--- config.mk ---
export PLATFORM = sky130hd
export DESIGN_NAME = sram_cycle_ctrl
export DESIGN_NICKNAME = d
export VERILOG_FILES = /design/src/rtl/sram_ctl_pkg.sv /design/src/rtl/sram_phase_tmr.sv /design/src/rtl/sram_seq_fsm.sv /design/src/rtl/sram_pin_drv.sv /design/src/rtl/sram_rd_cap.sv /design/src/rtl/sram_cycle_ctrl.sv
export SDC_FILE = /design/constraint.sdc
export NUM_CORES = 1
export LEC_CHECK = 0
export BUFFER_PORTS_ARGS = -buffer_cell sky130_fd_sc_hd__buf_2
export CAP_MARGIN = 20
export CORE_AREA = 2 2 81 83
export CTS_BUF_LIST = sky130_fd_sc_hd__clkbuf_16
export CTS_CLUSTER_DIAMETER = 30
export DETAILED_ROUTE_END_ITERATION = 8
export DIE_AREA = 0 0 83 85
export PLACE_DENSITY = 0.83
export SYNTH_ARGS = -nofsm -noshare
export SYNTH_HDL_FRONTEND = slang
export SYNTH_SLANG_ARGS = --single-unit
export TNS_END_PERCENT = 1
--- constraint.sdc ---
create_clock -name clk -period 4.8 [get_ports clk]
set_clock_uncertainty 0.2 [all_clocks]
set_input_delay 0.96 -clock clk [delete_from_list [all_inputs] [get_ports clk]]
set_output_delay 0.96 -clock clk [all_outputs]
set_load 0.02 [all_outputs]
--- src/rtl/sram_ctl_pkg.sv ---
package sram_ctl_pkg;

   typedef enum logic [2:0] {
      ST_IDLE = 3'd0,
      ST_RD   = 3'd1,
      ST_WSET = 3'd2,
      ST_WPUL = 3'd3,
      ST_WHLD = 3'd4,
      ST_REC  = 3'd5
   } ctl_st_e;

   function automatic int max3(input int a, input int b, input int c);
      int m;
      m = a;
      if (b > m) m = b;
      if (c > m) m = c;
      return m;
   endfunction

endpackage

--- src/rtl/sram_phase_tmr.sv ---
module sram_phase_tmr #(
   parameter int MAXC = 2,
   localparam int CW  = $clog2(MAXC) + 1
) (
   input  logic          clk,
   input  logic          rst_n,
   input  logic          load,
   input  logic [CW-1:0] len,
   output logic          last
);

   generate
      if (MAXC == 1) begin : g_single
         logic unused_tmr;
         assign unused_tmr = ^{clk, rst_n, load, len};
         assign last = 1'b1;
      end else begin : g_count
         logic [CW-1:0] cnt_q;
         always_ff @(posedge clk or negedge rst_n) begin
            if (!rst_n) begin
               cnt_q <= '0;
            end else if (load) begin
               cnt_q <= len - CW'(1);
            end else if (cnt_q != '0) begin
               cnt_q <= cnt_q - CW'(1);
            end
         end
         assign last = (cnt_q == '0);
      end
   endgenerate

endmodule

--- src/rtl/sram_seq_fsm.sv ---
module sram_seq_fsm
   import sram_ctl_pkg::*;
#(
   parameter int RD_CYC  = 2,
   parameter int WE_CYC  = 2,
   parameter int REC_CYC = 1,
   localparam int MAXC   = max3(RD_CYC, WE_CYC, REC_CYC),
   localparam int CW     = $clog2(MAXC) + 1
) (
   input  logic    clk,
   input  logic    rst_n,
   input  logic    req_valid,
   input  logic    req_write,
   output ctl_st_e st_q,
   output ctl_st_e st_nxt,
   output logic    accept,
   output logic    cap_en,
   output logic    ack_set
);

   logic          tmr_load;
   logic [CW-1:0] tmr_len;
   logic          tmr_last;

   sram_phase_tmr #(.MAXC(MAXC)) u_tmr (
      .clk   (clk),
      .rst_n (rst_n),
      .load  (tmr_load),
      .len   (tmr_len),
      .last  (tmr_last)
   );

   always_comb begin
      st_nxt   = st_q;
      accept   = 1'b0;
      cap_en   = 1'b0;
      ack_set  = 1'b0;
      tmr_load = 1'b0;
      tmr_len  = CW'(RD_CYC);
      unique case (st_q)
         ST_IDLE: begin
            if (req_valid) begin
               accept = 1'b1;
               if (req_write) begin
                  st_nxt = ST_WSET;
               end else begin
                  st_nxt   = ST_RD;
                  tmr_load = 1'b1;
                  tmr_len  = CW'(RD_CYC);
               end
            end
         end
         ST_RD: begin
            if (tmr_last) begin
               st_nxt   = ST_REC;
               cap_en   = 1'b1;
               ack_set  = 1'b1;
               tmr_load = 1'b1;
               tmr_len  = CW'(REC_CYC);
            end
         end
         ST_WSET: begin
            st_nxt   = ST_WPUL;
            tmr_load = 1'b1;
            tmr_len  = CW'(WE_CYC);
         end
         ST_WPUL: begin
            if (tmr_last) st_nxt = ST_WHLD;
         end
         ST_WHLD: begin
            st_nxt   = ST_REC;
            ack_set  = 1'b1;
            tmr_load = 1'b1;
            tmr_len  = CW'(REC_CYC);
         end
         ST_REC: begin
            if (tmr_last) st_nxt = ST_IDLE;
         end
         default: st_nxt = ST_IDLE;
      endcase
   end

   always_ff @(posedge clk or negedge rst_n) begin
      if (!rst_n) st_q <= ST_IDLE;
      else        st_q <= st_nxt;
   end

   // a new request is taken only from the idle state
   AST_ACCEPT_IDLE: assert property (@(posedge clk) disable iff (!rst_n)
      accept |-> (st_q == ST_IDLE)) else $error("accept outside idle");

endmodule

--- src/rtl/sram_pin_drv.sv ---
module sram_pin_drv
   import sram_ctl_pkg::*;
#(
   parameter int AW      = 17,
   parameter int DW      = 24,
   parameter int WE_CYC  = 2,
   parameter int REC_CYC = 1,
   localparam int WRW    = $clog2(WE_CYC + 2),
   localparam int DSW    = $clog2(REC_CYC + 1) + 1
) (
   input  logic          clk,
   input  logic          rst_n,
   input  ctl_st_e       st_nxt,
   input  logic          accept,
   input  logic [AW-1:0] req_addr,
   input  logic [DW-1:0] req_wdata,
   output logic [AW-1:0] mem_addr,
   output logic          mem_en0_n,
   output logic          mem_en1_n,
   output logic          mem_en2,
   output logic          mem_oe_n,
   output logic          mem_we_n,
   output logic [DW-1:0] mem_dq_out,
   output logic          mem_dq_oe
);

   logic nx_sel, nx_rd, nx_wpul, nx_wdrv;
   logic sel_q;

   always_comb begin
      nx_sel  = st_nxt inside {ST_RD, ST_WSET, ST_WPUL, ST_WHLD};
      nx_rd   = (st_nxt == ST_RD);
      nx_wpul = (st_nxt == ST_WPUL);
      nx_wdrv = st_nxt inside {ST_WSET, ST_WPUL, ST_WHLD};
   end

   always_ff @(posedge clk or negedge rst_n) begin
      if (!rst_n) begin
         mem_addr   <= '0;
         mem_dq_out <= '0;
         sel_q      <= 1'b0;
         mem_oe_n   <= 1'b1;
         mem_we_n   <= 1'b1;
         mem_dq_oe  <= 1'b0;
      end else begin
         if (accept) begin
            mem_addr   <= req_addr;
            mem_dq_out <= req_wdata;
         end
         sel_q     <= nx_sel;
         mem_oe_n  <= ~nx_rd;
         mem_we_n  <= ~nx_wpul;
         mem_dq_oe <= nx_wdrv;
      end
   end

   assign mem_en0_n = ~sel_q;
   assign mem_en1_n = ~sel_q;
   assign mem_en2   = sel_q;

   // run-length trackers for the assertions below
   logic [WRW-1:0] we_run;
   logic [DSW-1:0] ds_run;

   always_ff @(posedge clk or negedge rst_n) begin
      if (!rst_n) begin
         we_run <= '0;
         ds_run <= DSW'(REC_CYC);
      end else begin
         if (!mem_we_n) begin
            if (we_run != {WRW{1'b1}}) we_run <= we_run + WRW'(1);
         end else begin
            we_run <= '0;
         end
         if (!sel_q) begin
            if (ds_run < DSW'(REC_CYC)) ds_run <= ds_run + DSW'(1);
         end else begin
            ds_run <= '0;
         end
      end
   end

   AST_WE_WINDOW: assert property (@(posedge clk) disable iff (!rst_n)
      !mem_we_n |-> (sel_q && mem_oe_n && mem_dq_oe)) else $error("write window");
   AST_WE_LENGTH: assert property (@(posedge clk) disable iff (!rst_n)
      $rose(mem_we_n) |-> (we_run == WRW'(WE_CYC))) else $error("we length");
   AST_WE_END_HOLD: assert property (@(posedge clk) disable iff (!rst_n)
      $rose(mem_we_n) |-> ($stable(mem_addr) && $stable(mem_dq_out) && sel_q)) else $error("end hold");
   AST_NO_CONTENTION: assert property (@(posedge clk) disable iff (!rst_n)
      !(mem_dq_oe && !mem_oe_n)) else $error("contention");
   AST_OE_AFTER_RELEASE: assert property (@(posedge clk) disable iff (!rst_n)
      $fell(mem_oe_n) |-> !$past(mem_dq_oe)) else $error("release order");
   AST_RECOVERY_GAP: assert property (@(posedge clk) disable iff (!rst_n)
      $rose(sel_q) |-> (ds_run >= DSW'(REC_CYC))) else $error("recovery gap");

endmodule

--- src/rtl/sram_rd_cap.sv ---
module sram_rd_cap #(
   parameter int DW = 24
) (
   input  logic          clk,
   input  logic          rst_n,
   input  logic          cap_en,
   input  logic          ack_set,
   input  logic [DW-1:0] mem_dq_in,
   output logic [DW-1:0] rsp_rdata,
   output logic          req_ack
);

   always_ff @(posedge clk or negedge rst_n) begin
      if (!rst_n) begin
         rsp_rdata <= '0;
         req_ack   <= 1'b0;
      end else begin
         if (cap_en) rsp_rdata <= mem_dq_in;
         req_ack <= ack_set;
      end
   end

   AST_ACK_SINGLE: assert property (@(posedge clk) disable iff (!rst_n)
      req_ack |=> !req_ack) else $error("ack too long");

endmodule

--- src/rtl/sram_cycle_ctrl.sv ---
module sram_cycle_ctrl
   import sram_ctl_pkg::*;
#(
   parameter int AW      = 17,
   parameter int DW      = 24,
   parameter int RD_CYC  = 2,
   parameter int WE_CYC  = 2,
   parameter int REC_CYC = 1
) (
   input  logic          clk,
   input  logic          rst_n,
   input  logic          req_valid,
   input  logic          req_write,
   input  logic [AW-1:0] req_addr,
   input  logic [DW-1:0] req_wdata,
   output logic          req_ack,
   output logic [DW-1:0] rsp_rdata,
   output logic [AW-1:0] mem_addr,
   output logic          mem_en0_n,
   output logic          mem_en1_n,
   output logic          mem_en2,
   output logic          mem_oe_n,
   output logic          mem_we_n,
   output logic [DW-1:0] mem_dq_out,
   output logic          mem_dq_oe,
   input  logic [DW-1:0] mem_dq_in
);

   // elaboration-time parameter checks
   generate
      if (RD_CYC < 1)  begin : g_bad_rd  $error("RD_CYC must be at least 1");  end
      if (WE_CYC < 1)  begin : g_bad_we  $error("WE_CYC must be at least 1");  end
      if (REC_CYC < 1) begin : g_bad_rec $error("REC_CYC must be at least 1"); end
      if (AW < 1 || DW < 1) begin : g_bad_w $error("widths must be positive"); end
   endgenerate

   ctl_st_e st_q, st_nxt;
   logic    accept, cap_en, ack_set;

   sram_seq_fsm #(
      .RD_CYC  (RD_CYC),
      .WE_CYC  (WE_CYC),
      .REC_CYC (REC_CYC)
   ) u_fsm (
      .clk       (clk),
      .rst_n     (rst_n),
      .req_valid (req_valid),
      .req_write (req_write),
      .st_q      (st_q),
      .st_nxt    (st_nxt),
      .accept    (accept),
      .cap_en    (cap_en),
      .ack_set   (ack_set)
   );

   sram_pin_drv #(
      .AW      (AW),
      .DW      (DW),
      .WE_CYC  (WE_CYC),
      .REC_CYC (REC_CYC)
   ) u_pins (
      .clk        (clk),
      .rst_n      (rst_n),
      .st_nxt     (st_nxt),
      .accept     (accept),
      .req_addr   (req_addr),
      .req_wdata  (req_wdata),
      .mem_addr   (mem_addr),
      .mem_en0_n  (mem_en0_n),
      .mem_en1_n  (mem_en1_n),
      .mem_en2    (mem_en2),
      .mem_oe_n   (mem_oe_n),
      .mem_we_n   (mem_we_n),
      .mem_dq_out (mem_dq_out),
      .mem_dq_oe  (mem_dq_oe)
   );

   sram_rd_cap #(.DW(DW)) u_cap (
      .clk       (clk),
      .rst_n     (rst_n),
      .cap_en    (cap_en),
      .ack_set   (ack_set),
      .mem_dq_in (mem_dq_in),
      .rsp_rdata (rsp_rdata),
      .req_ack   (req_ack)
   );

   // the idle state leaves the memory deselected with no pad drive
   AST_IDLE_QUIET: assert property (@(posedge clk) disable iff (!rst_n)
      (st_q == ST_IDLE) |-> (mem_en0_n && mem_en1_n && !mem_en2 && mem_we_n
                             && mem_oe_n && !mem_dq_oe)) else $error("idle pins");

endmodule

### After elaboration in Yosys (flattened, before gate mapping)

Cells that the tools add are included.

| cells by class | value |
|---|---|
| add/sub/neg operators | 2 |
| muxes and demuxes | 18 |
| reductions and logical operators | 7 |
| equality and inequality tests | 9 |
| $mul | 0 |
| $lt $le $gt $ge | 0 |
| bitwise gates (word level) | 3 |
| shift operators | 0 |
| div/mod/pow operators | 0 |

Operators by type and width:

| cell | count |
|---|---|
| case mux 3 bit (6 select lines) | 1 |
| == test 3 x 2 -> 1 bit, second input constant | 4 |
| two-way mux 3 bit | 4 |
| == test 3 bit, second input constant | 3 |
| two-way mux 2 bit | 4 |
| == test 3 x 1 -> 1 bit, second input constant | 2 |
| two-way mux 1 bit | 6 |
| case mux 2 bit (2 select lines) | 1 |
| nonzero test 2 bit | 2 |
| nonzero test 4 bit | 1 |
| subtractor 2 x 1 -> 2 bit, second input constant | 2 |
| zero test 3 bit | 1 |
| NOT 1 bit | 3 |
| case mux 1 bit (3 select lines) | 1 |
| nonzero test 3 bit | 1 |
| zero test 2 bit | 1 |
| case mux 1 bit (2 select lines) | 1 |
| OR reduction 2 bit | 1 |

| storage, ports and cells | value |
|---|---|
| bits in latches | 0 |
| memory bits (read-only) | 0 |
| memories | 0 |
| bits of input ports | 69 |
| memory bits (writable) | 0 |
| flip-flop bits (word level) | 75 |

### Logic depth before layout (Yosys ltp)

Gate-level depths: netlist of the first run.

| logic depth | value |
|---|---|
| word-level depth | 5 |
| mapped depth | 7 |
| depth with buffers taken out | 3 |

### Hierarchy

Synthesis of the first run repeated with hierarchy kept, for this count alone.

| second synthesis, totals | value |
|---|---|
| cells, all modules | 179 |
| area total of the unflattened synthesis | 3178.0 um^2 |

Modules (own cells, without submodules):

| module | cells each | area each (um^2) | times used |
|---|---|---|---|
| sram_pin_drv | 98 | 1883.1 | 1 |
| sram_rd_cap | 52 | 1022.2 | 1 |
| sram_seq_fsm | 21 | 180.2 | 1 |
| sram_phase_tmr | 8 | 92.6 | 1 |

### Worst setup path after synthesis of the first run

OpenSTA, ideal clock, no wires.

| path | value |
|---|---|
| kind | input port to flip-flop |
| start point | in req_valid |
| end point | reg u_pins.mem_addr[10] |
| data arrival time | 1.926 ns |
| stages on the path | 3 |
| slack | 2.549 ns |
| buffers on the path | 1 |
| required time | 4.475 ns |
| cells stage by stage | nor4b_2 buf_2 mux2_2 |

| between the ends | value |
|---|---|
| cells in the longest elaborated chain, start to end | 2 |

RTL lines:

| what | RTL line | text |
|---|---|---|
| start: declaration | sram_cycle_ctrl.sv:12 | `input logic req_valid,` |
| two-way mux 1 bit | sram_seq_fsm.sv:42 | `if (req_valid) begin` |
| two-way mux 1 bit | sram_seq_fsm.sv:40 | `unique case (st_q)` |
| end signal: assignment | sram_pin_drv.sv:47 | `mem_addr <= req_addr;` |
| end: declaration | sram_pin_drv.sv:17 | `output logic [AW-1:0] mem_addr,` |

No other way between the ends.
A chain may end at the register's enable or synchronous reset.

### Final worst setup path of the first run

| path | value |
|---|---|
| start point | reg u_pins.mem_we_n |
| end point | out mem_we_n |

RTL lines:

| what | RTL line | text |
|---|---|---|
| start: declaration | sram_pin_drv.sv:22 | `output logic mem_we_n,` |
| start signal: assignment | sram_pin_drv.sv:52 | `mem_we_n <= ~nx_wpul;` |
| end: declaration | sram_cycle_ctrl.sv:23 | `output logic mem_we_n,` |

No word-level cell between the ends.

==> results of run 1 <==
[layout by cell type, fill, tap and decap left out, drive strengths merged]
master / netlist / final
nand3: 3 / 3
nand2b: 2 / 2
a21oi: 4 / 4
nor2b: 2 / 2
nor2: 4 / 4
clkbuf: 1 / 9
inv: 3 / 5
dfrtp: 73 / 73
o22ai: 1 / 1
mux2: 66 / 66
nor4b: 1 / 1
buf: 10 / 142
or3b: 1 / 1
dfstp: 2 / 2
o21ai: 4 / 4
clkinv: 0 / 3
nand2: 3 / 3
or2b: 1 / 1
[metrics by stage]
step | setup WS, ns | utilization (%) | total power, W
floorplan | 2.55 | - | 0.00217
global placement | 2.53 | 59.4 | 0.00251
detailed placement | 2.49 | 59.4 | 0.00257
CTS | 2.64 | 63.4 | 0.00315
global route | 2.63 | 63.4 | 0.00329
finish | 2.65 | 63.4 | 0.00311
[layout make-up]
cell class	instances	area [um^2]	share of cell area, %
sequential	75	1880	47.8
multi-input combinational	92	978	24.9
timing repair buffer	142	718	18.3
clock buffer	9	225	5.73
tap	77	96.3	2.45
clock inverter	5	25.0	0.636
inverter	3	11.3	0.286
[synth_stat cells (2+ instances only)]
| library cell | number | area (um^2) |
|---|---|---|
| inv_1 | 3 | 11.3 |
| o21ai_0 | 4 | 20.0 |
| buf_2 | 5 | 25.0 |
| nand3_1 | 3 | 15.0 |
| a21oi_1 | 4 | 20.0 |
| nand2_1 | 3 | 11.3 |
| mux2_4 | 20 | 300 |
| buf_4 | 2 | 15.0 |
| nor2_1 | 4 | 15.0 |
| mux2_2 | 46 | 518 |
| dfstp_2 | 2 | 52.6 |
| nor2b_1 | 2 | 12.5 |
| dfrtp_1 | 73 | 1830 |
| buf_12 | 2 | 40.0 |
[power by group through the flow]
stage	sequential, W	clock (W)	combinational, W
after floorplan	0.00148	0	0.000689
after global placement	0.00112	0	0.00140
after detailed placement	0.00113	0	0.00143
after CTS	0.00113	0.000583	0.00144
after global routing	0.00117	0.000613	0.00151
final	0.00112	0.000566	0.00142
[worst paths after layout]
check	endpoint	cells after the start
worst max-delay path	mem_we_n	1
worst min-delay path	u_pins.mem_dq_out[5]$_DFFE_PN0P_	1
worst max register to register	u_cap.rsp_rdata[13]$_DFFE_PN0P_	3
worst min register to register	u_pins.mem_dq_out[5]$_DFFE_PN0P_	1
max in group asynchronous	u_pins.mem_dq_out[22]$_DFFE_PN0P_	1
min in group asynchronous	u_cap.rsp_rdata[15]$_DFFE_PN0P_	1
[per-layer routing]
metal  routed length (um)  share of wire [%]
met5                    0                  0
met4                  111                1.9
met3                  289                4.9
met2                 3160                 53
met1                 2360                 40
[cell families (layout without fill, tap and decap cells)]
group                  Yosys count  after routing
multiplexers                    66             66
AO/OA/AOI/OAI                    9              9
AND/OR/NAND/NOR                 17             17
flip-flops                      75             75
buffers and inverters           14            159
[state kept, by name, indices dropped and copies added (netlist names)]
name	count
u_cap.rsp_rdata	24
u_pins.mem_en2	1
u_pins.mem_dq_oe	1
u_pins.mem_we_n	1
u_pins.mem_oe_n	1
u_pins.mem_addr	17
u_fsm.st_q	3
u_pins.mem_dq_out	24
u_fsm.u_tmr.g_count.cnt_q	2
u_cap.req_ack	1
==> impl_metrics.ini, run 1 <==
[setup_path]
crit_buf_inv = 1
criticalPathCategory = reg -> out
cp_top_family = flip-flops
cp_slowest_cell = dfstp_2
crit_required_ns = 3.64
r2r_slack_ns = 2.72
crit_start = u_pins.mem_we_n$_DFF_PN1_
cp_data_arrival_time_ns = 0.99
startpoint_type = register
crit_fanout = 1
r2r-start = u_fsm.st_q[0]$_DFF_PN0_
critPathMaxStageDelay_ns = 0.51
critPathCaptureType = primary output
worstPathCellList = buf_2

[route]
remaining_drc_errors = 0
vias = 1948
drt-total-wl_um = 5920
ant_nets = 0
vias_per_cell = 4.83
detail_route.first_pass.iterations = 4
initialDrtViolationCount = 62
wl_per_cell_um = 14.7

[yosys]
synthArstFlopShare_pct = 100
avgSynthCellArea_um2 = 16.3
synth_xor_area_share_pct = 0
synth-simple-area-share_pct = 3.56
ys_seq_area_share_pct = 63.6
synth_mux_area_share_pct = 27.7
synth_flop_cell = dfrtp_1
ys_types = 22
synth_top_family_by_area = multiplexers
ys_ff_latch = 75
synth_compound_gate_area_share_pct = 1.57
synth_edf_count = 0
synth_area_um2 = 2960
syn_nets = 250
synth_cells = 181
synthAdderAreaFrac_pct = 0
ys.warnings.count = 0

[floorplanning]
dieArea_um2 = 7060
start_util_pct = 47.6
num_rows = 29
core-area_um2 = 6200
die_w_um = 83
io_pins = 141
die_h_um = 85

[flow_run]
maxCapViolations = 0

[clock_tree]
clk-insertion-delay-late_ns = 0.31
cts_tree = built
htreeDepth = 3
clkTransAtPathRegs_ns = 0.05
cts_setup_buffers = 0
cts_buffer_depth = 2
cts_buffers = 9
postCtsResizedCells = 0
cts_root_buf = clkbuf_16
postCtsHoldBufs = 0
clkSinkCount = 75

[sta]
rsz0062_at_grt = false
maxSlewHeadroom_pct = 38.0
max_freq_ghz = 0.466
hold_ws_ns = 0.296
fin_crit_sh_pct = 44.7
setup_violations = 0
period_minus_slack_ns = 2.15
finalHoldViolations = 0
tns_ns = 0
worst_slew_pin_slew_ns = 0.930
slew_viol_final = 0

[place]
gp_congestion = 0.724
post_dp_cell_area_um2 = 3680
dp.cells = 389
io_buffers = 140
dp_hpwl_um = 4290

[global_routing]
grt_overflow = 0
grt_pass1_wl_um = 9710
grt_pass1_vias = 1984
track_usage_pct = 17.2
grt_max_degree = 76
grt_use_met1_pct = 21.8
gr-max-usage-layer = met2
met3_usage_pct = 2.72
use_met2_pct = 29.1
grt_antenna_before_repair = 0

[finish]
diodes = 0
areaGrowthSynthToFinish_pct = 33.1
nNetsFinal = 392
drive_gt1_share_pct = 68.4
design_area_um2 = 3930
final_cells = 403
nFillCells = 492

[power]
clock_power_share_pct = 18.2
p_seq_share_pct = 36.1
powerDensity_nw_per_um2 = 790
p_sw_w = 0.00116
switching_share_pct = 37.3
power_frac_comb_pct = 45.7
vdd_drop_max_uv = 400
p_int_w = 0.00195
leakage_nw = 2.01

[worst_hold_path]
hold_path.class = reg -> reg
worstHoldStart = u_pins.mem_dq_out[5]$_DFFE_PN0P_

[outcome]
status = completed
No activity file was read; power rests on OpenSTA's default activity.
==> inputs of run 2 (changes only) <==
CORE_AREA = 2 2 84 86   (was 2 2 81 83)
DIE_AREA = 0 0 86 88   (was 0 0 83 85)
PLACE_DENSITY = 0.78   (was 0.83)
clock period = 2.2 ns   (was 4.8 ns; I/O delays follow)
==> impl_metrics.ini, run 2 (synthesis gave the netlist of run 1 again) <==
[clock_tree]
cts_root_buf = clkbuf_16
clkSinkCount = 75
cts_buffers = 9
clkTransAtPathRegs_ns = 0.06
htreeDepth = 3
cts_tree = built
cts_buffer_depth = 2
clk-insertion-delay-late_ns = 0.32

[global_routing]
track_usage_pct = 17.1
grt_antenna_before_repair = 0
grt_use_met1_pct = 19.6
met3_usage_pct = 4.34
grt_max_degree = 33
grt_pass1_wl_um = 9760
grt_overflow = 0
grt_pass1_vias = 2000
gr-max-usage-layer = met2
use_met2_pct = 30.6

[sta]
maxSlewHeadroom_pct = 64.6
period_minus_slack_ns = 1.96
finalHoldViolations = 0
rsz0062_at_grt = false
fin_crit_sh_pct = 89.2
slew_viol_final = 0
worst_slew_pin_slew_ns = 0.531
max_freq_ghz = 0.510
setup_violations = 0
tns_ns = 0

[floorplanning]
start_util_pct = 44.5
dieArea_um2 = 7570
core-area_um2 = 6640
die_h_um = 88
io_pins = 141
num_rows = 30
die_w_um = 86

[place]
dp_hpwl_um = 4720
gp_congestion = 0.745
io_buffers = 140

[setup_path]
crit_fanout = 24
cp_slowest_cell = or3b_1
criticalPathCategory = reg -> reg
r2r_slack_ns = 0.24
startpoint_type = register
critPathMaxStageDelay_ns = 0.47
worstPathCellList = or3b_1, nand2b_4, mux2_4
crit_buf_inv = 0
cp_top_family = simple AND/OR/NAND/NOR gates
critPathCaptureType = register
crit_required_ns = 2.20
cp_data_arrival_time_ns = 1.97

[route]
detail_route.first_pass.iterations = 4
vias = 2001
remaining_drc_errors = 0
ant_nets = 0
initialDrtViolationCount = 85
wl_per_cell_um = 15.4
drt-total-wl_um = 6350
vias_per_cell = 4.86

[finish]
reg.largest.list = u_cap.rsp_rdata x24, u_pins.mem_dq_out x24, u_pins.mem_addr x17
areaGrowthSynthToFinish_pct = 38.1
drive_gt1_share_pct = 69.3
final_common_cell = buf_2
diodes = 0
nFillCells = 529
most-common-layout-cells = 140 x buf_2, 73 x dfrtp_1, 46 x mux2_2, 20 x mux2_4, 9 x clkbuf_16
fin_util_pct = 61.5
nNetsFinal = 396

[outcome]
status = completed

[power]
leakage_nw = 2.08
powerDensity_nw_per_um2 = 1780
vdd_drop_max_uv = 940

[worst_hold_path]
hold_path.class = in -> reg

[flow_run]
maxCapViolations = 0
## run 2: cell count changes in the layout (fill, tap and decap cells not counted)
cell	change
clkinv_1	-1
bufinv_16	+3
inv_1	-1
inv_6	+1
dlygate4sd3_1	+1
clkinvlp_4	+1
clkinv_4	-1
buf_2	+1
buf_12	+2
## run 2: cell type report
class,count,area (um^2),area share [%]
timing repair buffer,146,773,18.9
inverter,3,11.3,0.276
multi-input combinational,92,978,24.0
tap,80,100,2.45
sequential,75,1880,46.0
clock buffer,9,225,5.52
clock inverter,7,115,2.82
## run 2: worst paths after layout
kind                                                          startpoint                                to  cells past startpoint
min in group asynchronous                                          rst_n   u_cap.rsp_rdata[22]$_DFFE_PN0P_                      2
worst min-delay path                                       mem_dq_in[16]   u_cap.rsp_rdata[16]$_DFFE_PN0P_                      2
max in group asynchronous                                          rst_n  u_pins.mem_dq_out[7]$_DFFE_PN0P_                      3
worst max-delay path            u_fsm.u_tmr.g_count.cnt_q[1]$_DFFE_PN0P_   u_cap.rsp_rdata[14]$_DFFE_PN0P_                      3
worst min register to register          u_pins.mem_dq_out[7]$_DFFE_PN0P_  u_pins.mem_dq_out[7]$_DFFE_PN0P_                      1
worst max register to register  u_fsm.u_tmr.g_count.cnt_q[1]$_DFFE_PN0P_   u_cap.rsp_rdata[14]$_DFFE_PN0P_                      3
## run 2: metrics by stage
step / hold slack (ns) / instances / power, W / area (um^2) / setup WS, ns
6_report: 0.140 / 412 / 0.00725 / 4080 / 0.238
5_1_grt: 0.133 / 412 / 0.00763 / 4080 / 0.149
4_1_cts: 0.134 / 412 / 0.00733 / 4080 / 0.240
3_5_place_dp: 0.254 / 395 / 0.00565 / 3730 / 0.253
3_3_place_gp: 0.243 / 395 / 0.00551 / 3730 / 0.309
2_1_floorplan: -0.0556 / 181 / 0.00473 / 2960 / 0.284
## run 2: timing repair
action / CTS / global route
gates resized for setup: 0 / 0
setup buffers: 0 / 0
hold buffers: 1 / 0
hold endpoints to repair: 17 / 0
## run 2: layer usage
| layer | share of wire [%] | vias up |
|---|---|---|
| met5 | 0 | - |
| met4 | 1.2 | 0 |
| met2 | 55 | 69 |
| met3 | 5.9 | 6 |
| met1 | 38 | 1005 |
| li1 | - | 921 |
## run 2: report_power, final
part / total [W] / switching (W) / leakage [nW] / internal [W]
registers: 0.00245 / 0.000370 / 0.888 / 0.00208
logic: 0.00315 / 0.00170 / 1.02 / 0.00146
clock network: 0.00165 / 0.000547 / 0.167 / 0.00110
total: 0.00725 / 0.00261 / 2.08 / 0.00464
## run 2: worst register-to-register path, delay by kind of cell, from the launching register on
kind / cells / cell delay (ns)
DFF: 1 / 0.38
muxes: 1 / 0.41
and+or+nand+nor: 2 / 0.85
